## src/rtl/hazard_pkg.sv

```systemverilog
package hazard_pkg;
  typedef enum logic [1:0] {
    SEL_REGFILE = 2'b00,
    SEL_MEMWB   = 2'b01,
    SEL_EXMEM   = 2'b10
  } fwd_sel_e;
endpackage

```

## src/rtl/bypass_select.sv

```systemverilog
module bypass_select
  import hazard_pkg::*;
#(
  parameter int AW = 5
) (
  input  logic [AW-1:0] src,
  input  logic [AW-1:0] exm_rd,
  input  logic          exm_wr,
  input  logic [AW-1:0] mwb_rd,
  input  logic          mwb_wr,
  output fwd_sel_e      sel
);
  logic src_live;
  logic hit_exm;
  logic hit_mwb;

  assign src_live = (src != '0);
  assign hit_exm  = src_live && exm_wr && (exm_rd == src);
  assign hit_mwb  = src_live && mwb_wr && (mwb_rd == src);

  // newer producer first
  always_comb begin
    if (hit_exm)      sel = SEL_EXMEM;
    else if (hit_mwb) sel = SEL_MEMWB;
    else              sel = SEL_REGFILE;
  end
endmodule

```

## src/rtl/loaduse_detect.sv

```systemverilog
module loaduse_detect #(
  parameter int AW   = 5,
  parameter int NSRC = 3
) (
  input  logic [NSRC-1:0][AW-1:0] id_src,
  input  logic                    ex_is_load,
  input  logic [AW-1:0]           ex_dst,
  output logic                    stall
);
  logic [NSRC-1:0] hit;

  for (genvar g = 0; g < NSRC; g++) begin : g_cmp
    assign hit[g] = (id_src[g] == ex_dst);
  end

  assign stall = ex_is_load && (ex_dst != '0) && (|hit);
endmodule

```

## src/rtl/hazard_unit.sv

```systemverilog
module hazard_unit
  import hazard_pkg::*;
#(
  parameter int AW   = 5,
  parameter int NSRC = 3
) (
  input  logic [NSRC-1:0][AW-1:0] ex_src,
  input  logic [AW-1:0]           exm_rd,
  input  logic                    exm_wr,
  input  logic [AW-1:0]           mwb_rd,
  input  logic                    mwb_wr,
  input  logic [NSRC-1:0][AW-1:0] id_src,
  input  logic                    ex_is_load,
  input  logic [AW-1:0]           ex_dst,
  output logic [NSRC-1:0][1:0]    ex_fwd_sel,
  output logic                    pc_hold,
  output logic                    ifid_hold,
  output logic                    idex_bubble
);
  logic stall;

  for (genvar g = 0; g < NSRC; g++) begin : g_opnd
    fwd_sel_e sel_g;
    bypass_select #(.AW(AW)) u_sel (
      .src    (ex_src[g]),
      .exm_rd (exm_rd),
      .exm_wr (exm_wr),
      .mwb_rd (mwb_rd),
      .mwb_wr (mwb_wr),
      .sel    (sel_g)
    );
    assign ex_fwd_sel[g] = sel_g;
  end

  loaduse_detect #(.AW(AW), .NSRC(NSRC)) u_lu (
    .id_src     (id_src),
    .ex_is_load (ex_is_load),
    .ex_dst     (ex_dst),
    .stall      (stall)
  );

  assign pc_hold     = stall;
  assign ifid_hold   = stall;
  assign idex_bubble = stall;
endmodule

```

## config.mk

```make
export PLATFORM = sky130hd
export DESIGN_NAME = hazard_unit
export DESIGN_NICKNAME = d
export VERILOG_FILES = /design/src/rtl/hazard_pkg.sv /design/src/rtl/bypass_select.sv /design/src/rtl/loaduse_detect.sv /design/src/rtl/hazard_unit.sv
export SDC_FILE = /design/constraint.sdc
export NUM_CORES = 1
export LEC_CHECK = 0
export ABC_AREA = 0
export BUFFER_PORTS_ARGS = -buffer_cell sky130_fd_sc_hd__buf_2
export CORE_MARGIN = 5
export CORE_UTILIZATION = 40
export DETAILED_ROUTE_END_ITERATION = 12
export PLACE_DENSITY = 0.92
export SYNTH_ARGS = -nofsm -noshare
export SYNTH_HDL_FRONTEND = slang
export SYNTH_SLANG_ARGS = --single-unit
```

## constraint.sdc

```tcl
create_clock -name vclk -period 1.7
set_clock_uncertainty 0.1 [all_clocks]
set_input_delay 0.34 -clock vclk [all_inputs]
set_output_delay 0.34 -clock vclk [all_outputs]
set_load 0.05 [all_outputs]
```

==> results.toml, run 1 <==
[status]
status = "finished with violations"
violations = "negative setup slack"

[floorplanning]
design.portCount = 57
dieWidth_um = 51.0
placementRows = 14
initial_core_util_pct = 43.2
design.die.area_mm2 = 0.00260
die_h_um = 51.0
placeableCoreArea_mm2 = 0.00156

[global_routing]
antenna_found_initial = 0
globalRouteTotalUtil_pct = 22.8
number_of_global_route_vias_before_repair = 993
grt_start_max_net_pins = 5
grt_total_ovfl = 0
global_route_wire_length_before_repair_mm = 4.62

[synthesis]
synth_nets = 129
netlist_area_um2 = 673
yosys_cell_types = 14
synthesis.yosys.warnings = 0
avgSynthCellArea_um2 = 8.31
number_of_cells_produced_by_synthesis = 81
synth_seq_area_share_pct = 0

[routing]
drc = 0
wl_met2_mm = 1.56
drt-pass1-iter-count = 4
route.detailed.wl_per_inst_um = 18.7
route.layer.met1.wl_mm = 1.12
met3_length_um = 421
post_drt_via_cell_ratio = 5.48
totalWireLength_mm = 3.17
routed-via-count = 926
drtAntennaViolNets = 0
route.top_layer_used = "met4"
initialDrtViolationCount = 12

[critical_path]
path_max_fanout = 2
timing.critical_path.to_type = "output port"
arrival_time_worst_endpoint_ns = 1.63
cp_max_delay_cell = "or4_4"
setup.worst_path.start_class = "primary input"
worstPathBufferInverterCount = 2
slowest_delay_ns = 0.54
cp_data_required_time_ns = 1.26
path_delay_family = "simple AND/OR/NAND/NOR gates"
worstPathCellList = "buf_6 > or4_4 > nor2_4 > nor4_4 > nor4_4 > buf_6"
criticalPathCategory = "in -> out"

[sta]
setup_repair_after_global_routing_missed_its_margin = "true"
final-setup-viol-count = 9
fin_tns_setup_ns = -1.85
final_hold_fails = 0
maxSlewHeadroom_pct = 79.3
hold_ws_ns = 0.953
minimum_clock_period_ns = 2.07
timing.final.crit_share_pct = 122
achievable-frequency_mhz = 484
worst-slew-pin-transition_ns = 0.308
drv_slew = 0
fin_ws_ns = -0.368

[cells_and_area]
syn_to_final_growth_pct = 111
seqCellArea_um2 = 0
finish.cell_count_without_fillers = 169
n_fill_cell = 63
layout-drive-gt1-share_pct = 67.3
mostFrequentLayoutCells = "buf_2 (32), xnor2_1 (26), buf_6 (24), buf_4 (18), xor2_1 (11)"
insertedDiodeCount = 0
nets = 203
layout_commonest_cell = "buf_2"
clk_buf = 0
final_area_mm2 = 0.00142
numSequentialCells = 0

[power]
pwr-share-clk_pct = 0
power.switching_uw = 177
cell_internal_pwr_uw = 194
power_density_mw_per_mm2 = 261
power_share_of_the_combinational_group_pct = 100.0
irDropWorstVdd_uv = 192
power_switching_share_pct = 47.8
power_frac_seq_pct = 0
power.leakage_uw = 0.000590

[hold_path]
worst_hold_path.endpoint = "pc_hold"
hold_startpoint = "ex_is_load"
min_delay_path_depth = 4
hold_wc_path_type = "in -> out"

[placement]
final_replace_weighted_congestion = 0.909
placedCellCount = 168
buffer_ports.inserted = 57
hpwlAfterDp_mm = 2.18
dp_slack_ns = -0.426
detailed_place.area_mm2 = 0.00112

[job]
maxCapViolCount = 0

[clock_tree]
post_cts_hold_buffer_count = 0
-- repair_timing --
| item | CTS | global route |
|---|---|---|
| pin swaps | 12 | 11 |
| setup endpoints to repair | 9 | 9 |
| buffers inserted | 0 | 2 |
| gates resized for setup | 44 | 19 |
-- logic make-up (layout without fill, tap and decap cells) --
group / Yosys count / count (layout) / synth area share (%)
compound gates: 2 / 2 / 1.67
xor+xnor: 45 / 45 / 58.6
buf+inv: 5 / 77 / 5.58
simple gates: 29 / 29 / 34.2
-- routing by layer --
metal / vias to the layer above / track usage (%)
met5: - / 0
met4: 0 / 4.48
met3: 11 / 6.40
met2: 75 / 42.3
met1: 416 / 25.9
li1: 424 / -
-- worst max path at each step --
stage | endpoint | start | cells after the start | slack [ns]
2_1_floorplan | ex_fwd_sel[2] | ex_src[5] | 4 | -0.42
3_3_place_gp | ex_fwd_sel[0] | ex_src[3] | 6 | -0.38
3_5_place_dp | ex_fwd_sel[2] | ex_src[5] | 6 | -0.43
4_1_cts | ex_fwd_sel[2] | ex_src[5] | 6 | -0.35
5_1_grt | ex_fwd_sel[4] | ex_src[11] | 6 | -0.43
6_report | ex_fwd_sel[2] | ex_src[5] | 6 | -0.37
-- worst min-delay path, cell delays in order --
cell and delay [ns]:
buf_2 0.11, o21ai_4 0.07, a31oi_4 0.05, buf_6 0.14
-- metrics by stage --
stage | utilization [%] | power (µW)
floorplan | - | 149
finish | 91.2 | 371
global route | 91.2 | 393
CTS | 85.1 | 339
global placement | 72.2 | 278
detailed placement | 72.2 | 290
-- cell usage after synthesis --
| library cell | number | area share [%] |
|---|---|---|
| xnor2_1 | 32 | 42 |
| or4_1 | 1 | 1.1 |
| or4_4 | 3 | 5.0 |
| a31oi_1 | 1 | 0.93 |
| o21ai_0 | 1 | 0.74 |
| nor3_1 | 3 | 2.2 |
| xor2_1 | 13 | 17 |
| nor2_4 | 3 | 5.0 |
| nand4_1 | 6 | 5.6 |
| nand3_1 | 3 | 2.2 |
| nor3_2 | 1 | 1.5 |
| nor4_2 | 5 | 9.3 |
| buf_4 | 5 | 5.6 |
| nand2_1 | 4 | 2.2 |
-- power by group through the flow --
stage                     clock network [µW]  logic [µW]  registers (µW)
after floorplan                            0         149               0
after global placement                     0         278               0
after detailed placement                   0         290               0
after CTS                                  0         339               0
after global routing                       0         393               0
final                                      0         371               0
-- final cells by class --
cell class | instances | area (µm²) | area share [%]
multi-input combinational | 76 | 791 | 55.6
timing repair buffer | 77 | 611 | 43.0
tap | 16 | 20.0 | 1.41
(Power assumes the default switching activity.)
==> run 2, diff against run 1 <==
--- a/config.mk
+++ b/config.mk
@@ -5,12 +5,12 @@
 export SDC_FILE = /design/constraint.sdc
 export NUM_CORES = 1
 export LEC_CHECK = 0
-export ABC_AREA = 0
+export ABC_AREA = 1
 export BUFFER_PORTS_ARGS = -buffer_cell sky130_fd_sc_hd__buf_2
 export CORE_MARGIN = 5
 export CORE_UTILIZATION = 40
 export DETAILED_ROUTE_END_ITERATION = 12
-export PLACE_DENSITY = 0.92
+export PLACE_DENSITY = 0.88
 export SYNTH_ARGS = -nofsm -noshare
 export SYNTH_HDL_FRONTEND = slang
 export SYNTH_SLANG_ARGS = --single-unit
==> run 2 against run 1 <==
The run still ends with negative setup slack left. Combinational power fell by 15%. Largest power group unchanged. Critical path depth increased by 4. Die area is 14% higher. Synthesized cell count grew 100%. Design area is 8.5% lower. Total power fell by 15%. Critical path type unchanged. Global-route usage down 7.1 points. Final cell count rose by 46%. Non-clock buffer count fell by 18. Maximum frequency up 21%.
==> results.toml, run 2 <==
[floorplanning]
placementRows = 16
design.die.area_mm2 = 0.00296
initial_core_util_pct = 41.1
die_h_um = 54.4
design.portCount = 57
placeableCoreArea_mm2 = 0.00192
dieWidth_um = 54.4

[critical_path]
timing.critical_path.to_type = "output port"
cp-startpoint = "ex_dst[0]"
criticalPathCategory = "in -> out"
arrival_time_worst_endpoint_ns = 1.26
path_max_fanout = 7
cp_data_required_time_ns = 1.26
setup.worst_path.start_class = "primary input"

[routing]
drc = 0
initialDrtViolationCount = 21
post_drt_via_cell_ratio = 4.73
drtAntennaViolNets = 0
totalWireLength_mm = 2.65
route.detailed.wl_per_inst_um = 10.8
routed-via-count = 1163
drt-pass1-iter-count = 4

[status]
status = "finished with violations"
violations = "negative setup slack"

[sta]
worst-slew-pin-transition_ns = 0.209
setup_repair_after_global_routing_missed_its_margin = "true"
minimum_clock_period_ns = 1.70
final-setup-viol-count = 3
drv_slew = 0
final_hold_fails = 0
achievable-frequency_mhz = 587
maxSlewHeadroom_pct = 86.0
timing.final.crit_share_pct = 100
fin_ws_ns = -0.00472

[synthesis]
number_of_cells_produced_by_synthesis = 165
yosys.area.top_type = "nand2_1"
synth.top_cells.by_count = "nand2_1 (54), inv_1 (28), nor2_1 (28)"
avgSynthCellArea_um2 = 4.78
netlist_area_um2 = 790
synth_top_area_share_pct = 25.7
synthesis.yosys.warnings = 0
synth.most_common_cell = "nand2_1"
synth_seq_area_share_pct = 0
yosys_cell_types = 19
synth_nets = 213
synthTopCellsByArea = "nand2_1 (26%), inv_1 (13%), nor2_1 (13%)"

[power]
power.total_uw = 316
power.leakage_uw = 0.000737
power_density_mw_per_mm2 = 243
irDropWorstVdd_uv = 127

[hold_path]
hold_startpoint = "ex_src[7]"
hold_wc_path_type = "in -> out"

[placement]
buffer_ports.inserted = 57
hpwlAfterDp_mm = 2.21
final_replace_weighted_congestion = 0.814
dp_slack_ns = -0.0785

[global_routing]
grt_total_ovfl = 0
number_of_global_route_vias_before_repair = 979
grtUsageMet3_pct = 0
antenna_found_initial = 0
grtUsageMet2_pct = 32.3
grt.busiest_layer = "met2"
global_route_wire_length_before_repair_mm = 3.66
global_route.usage.met1_pct = 18.8
grt_start_max_net_pins = 8
globalRouteTotalUtil_pct = 15.8

[cells_and_area]
layout_commonest_cell = "nand2_1"
insertedDiodeCount = 0
syn_to_final_growth_pct = 64.8
nets = 269
n_fill_cell = 189
clk_buf = 0
seqCellArea_um2 = 0
numSequentialCells = 0
mostFrequentLayoutCells = "nand2_1 (51), buf_2 (42), nor2_1 (21), inv_1 (20), xnor2_1 (10)"
layout-drive-gt1-share_pct = 37.9

[job]
maxCapViolCount = 0
==> run 2: cell types whose count changed in the layout (fill, tap and decap cells not counted), sizes merged, moves of 4 or more <==
cell,before,now
buf,77,59
inv,0,30
nand2,4,54
nand3,3,8
nor2,3,28
nor4,5,0
or4,4,0
xnor2,32,11
xor2,13,6
==> run 2: area by class of cell <==
class              count  area [µm²]  area share, %
well taps             27        33.8           2.60
repair buffers        59         423           32.5
multi-input cells    129         699           53.7
inverters             31         145           11.2
==> run 2: per-layer routing <==
layer / part of all wire, % / wire [µm] / vias up
met2: 55 / 1450 / 45
met5: 0 / 0 / -
met4: 0 / 0 / 0
li1: - / - / 621
met1: 37 / 975 / 497
met3: 8.3 / 219 / 0
==> run 2: timing repair <==
item | CTS | global route
endpoints found under the hold margin | 0 | 0
gates resized for setup | 23 | 36
pin swaps | 3 | 13
endpoints found under the setup margin | 5 | 9
cloned | 0 | 0
hold buffers | 0 | 0
setup buffers | 1 | 0
==> run 2: logic make-up after synthesis <==
logic type                after synthesis  share of synthesized area [%]
and+or+nand+nor                        96                           48.7
buffers and inverters                  36                           19.5
xor gates and xnor gates               17                           18.9
AOI/OAI and AO/OA                      16                           13.0
==> run 2: path summary, 6_finish.rpt <==
check	endpoint	slack, ns	cells past startpoint
worst max-delay path	idex_bubble	-0.005	10
worst min-delay path	ex_fwd_sel[3]	1.05	5
==> run 2: where the power goes <==
| group | switching, µW | internal [µW] |
|---|---|---|
| Sequential | 0 | 0 |
| Combinational | 169 | 147 |
| Clock | 0 | 0 |
==> run 2: metrics by stage <==
| stage | TNS, ns | util, % | area (µm²) | std cells | hold slack [ns] |
|---|---|---|---|---|---|
| global route | -0.318 | 67.7 | 1300 | 246 | 1.08 |
| finish | -0.0139 | 67.7 | 1300 | 246 | 1.05 |
| floorplan | -0.0775 | - | 845 | 165 | 0.821 |
| detailed placement | -0.266 | 58.4 | 1120 | 245 | 1.06 |
| CTS | -0.0936 | 63.0 | 1210 | 246 | 1.04 |
| global placement | -0.167 | 58.4 | 1120 | 245 | 1.06 |
==> run 2: critical path, cell delays in order <==
cell and delay, ns:
buf_12 0.11, nand2_4 0.06, inv_2 0.02, nor2_1 0.10
nor2_1 0.07, nand3_1 0.08, nand3_1 0.08, nand2_2 0.09
clkinvlp_4 0.14, buf_8 0.18
==> run 3, diff against run 2 <==
--- a/config.mk
+++ b/config.mk
@@ -10,7 +10,8 @@
 export CORE_MARGIN = 5
 export CORE_UTILIZATION = 40
 export DETAILED_ROUTE_END_ITERATION = 12
-export PLACE_DENSITY = 0.88
+export PLACE_DENSITY_LB_ADDON = 0.2
+export SKIP_LAST_GASP = 1
 export SYNTH_ARGS = -nofsm -noshare
 export SYNTH_HDL_FRONTEND = slang
 export SYNTH_SLANG_ARGS = --single-unit
==> run 3 against run 2 <==
The run still ends with negative setup slack left. Total power grew 4.0%. Die area unchanged. Final cell count rose by 0.41%. Critical path type unchanged. Largest cell class unchanged. Highest routed layer is now met4.
==> results.toml, run 3 (synthesized netlist as in run 2, its figures left out) <==
[cells_and_area]
final_area_mm2 = 0.00133
seqCellArea_um2 = 0
clk_buf = 0
mostFrequentLayoutCells = "nand2_1 (50), buf_2 (36), inv_1 (19), nor2_1 (18), buf_6 (12)"
multiInputGateArea_um2 = 707
syn_to_final_growth_pct = 68.3
n_fill_cell = 189
numSequentialCells = 0
nets = 270
layout-drive-gt1-share_pct = 40.5
insertedDiodeCount = 0
layout_commonest_cell = "nand2_1"

[status]
violations = "negative setup slack"
status = "finished with violations"

[sta]
minimum_clock_period_ns = 1.72
drv_slew = 0
fin_ws_ns = -0.0250
maxSlewHeadroom_pct = 84.3
final_hold_fails = 0
worst-slew-pin-transition_ns = 0.235
hold_ws_ns = 1.00
achievable-frequency_mhz = 580
final-setup-viol-count = 3
timing.final.crit_share_pct = 101
setup_repair_after_global_routing_missed_its_margin = "true"

[floorplanning]
dieWidth_um = 54.4
design.portCount = 57
initial_core_util_pct = 41.1
die_h_um = 54.4
placementRows = 16
placeableCoreArea_mm2 = 0.00192
design.die.area_mm2 = 0.00296

[routing]
routed-via-count = 1183
route.layer.met1.wl_mm = 1.13
route.top_layer_used = "met4"
met3_length_um = 200
drtAntennaViolNets = 0
drc = 0
post_drt_via_cell_ratio = 4.79
totalWireLength_mm = 2.94
route.detailed.wl_per_inst_um = 11.9
initialDrtViolationCount = 21
wl_met2_mm = 1.60
drt-pass1-iter-count = 4

[critical_path]
cp_data_required_time_ns = 1.26
arrival_time_worst_endpoint_ns = 1.28
timing.critical_path.to_type = "output port"
path_max_fanout = 4
cp-startpoint = "ex_dst[2]"
setup.worst_path.start_class = "primary input"
criticalPathCategory = "in -> out"

[hold_path]
hold_wc_path_type = "in -> out"
hold_startpoint = "ex_src[11]"

[power]
power.total_uw = 328
irDropWorstVdd_uv = 181
power_switching_share_pct = 53.9
power_density_mw_per_mm2 = 247
pwr-share-clk_pct = 0
power_share_of_the_combinational_group_pct = 100.0
power_frac_seq_pct = 0
power.leakage_uw = 0.000745
power.switching_uw = 177
cell_internal_pwr_uw = 151

[placement]
hpwlAfterDp_mm = 2.32
buffer_ports.inserted = 57
final_replace_weighted_congestion = 0.834
dp_slack_ns = -0.0778
detailed_place.area_mm2 = 0.00113

[clock_tree]
post_cts_hold_buffer_count = 0

[global_routing]
globalRouteTotalUtil_pct = 19.1
number_of_global_route_vias_before_repair = 1090
global_route_wire_length_before_repair_mm = 4.42
grt_total_ovfl = 0
grt_start_max_net_pins = 8
antenna_found_initial = 0

[job]
maxCapViolCount = 0
==> run 3: cell type report <==
| cell class | instances | share of cell area [%] |
|---|---|---|
| inverters | 31 | 11.1 |
| multi-input cells | 129 | 53.2 |
| repair buffers | 60 | 33.1 |
| well taps | 27 | 2.54 |
==> run 3: final timing paths <==
kind	to	cells after the start	slack (ns)
max	ifid_hold	8	-0.02
min	ex_fwd_sel[4]	5	1.00
==> run 3: what timing repair did <==
action                                  in CTS  in global routing
gates resized for setup                     13                 54
gates cloned                                 0                  0
endpoints found under the setup margin       8                  9
setup buffers                                0                  1
pin swaps                                    1                 17
==> run 3: critical path: stages <==
cell and delay [ns]:
buf_6 0.12, inv_12 0.05, nand3_4 0.08, o31ai_4 0.21
inv_1 0.07, nand2_2 0.08, clkinvlp_4 0.14, buf_8 0.18
==> run 3: stage by stage <==
step                instances  TNS (ns)  utilization, %
floorplan                 165   -0.0775               -
global placement          246    -0.158            58.8
detailed placement        246    -0.298            58.8
CTS                       246         0            60.7
global route              247    -0.425            69.1
finish                    247   -0.0722            69.1
==> run 3: power groups by stage <==
stage | sequential, µW | combinational (µW) | clock, µW
after floorplan | 0 | 159 | 0
after global placement | 0 | 266 | 0
after detailed placement | 0 | 273 | 0
after CTS | 0 | 282 | 0
after global routing | 0 | 360 | 0
final | 0 | 328 | 0
==> run 3: metal layers <==
layer / vias up / GRT usage, %
met4: 0 / 0.830
met3: 2 / 0.272
met2: 49 / 38.0
li1: 616 / -
met1: 516 / 23.6
met5: - / 0
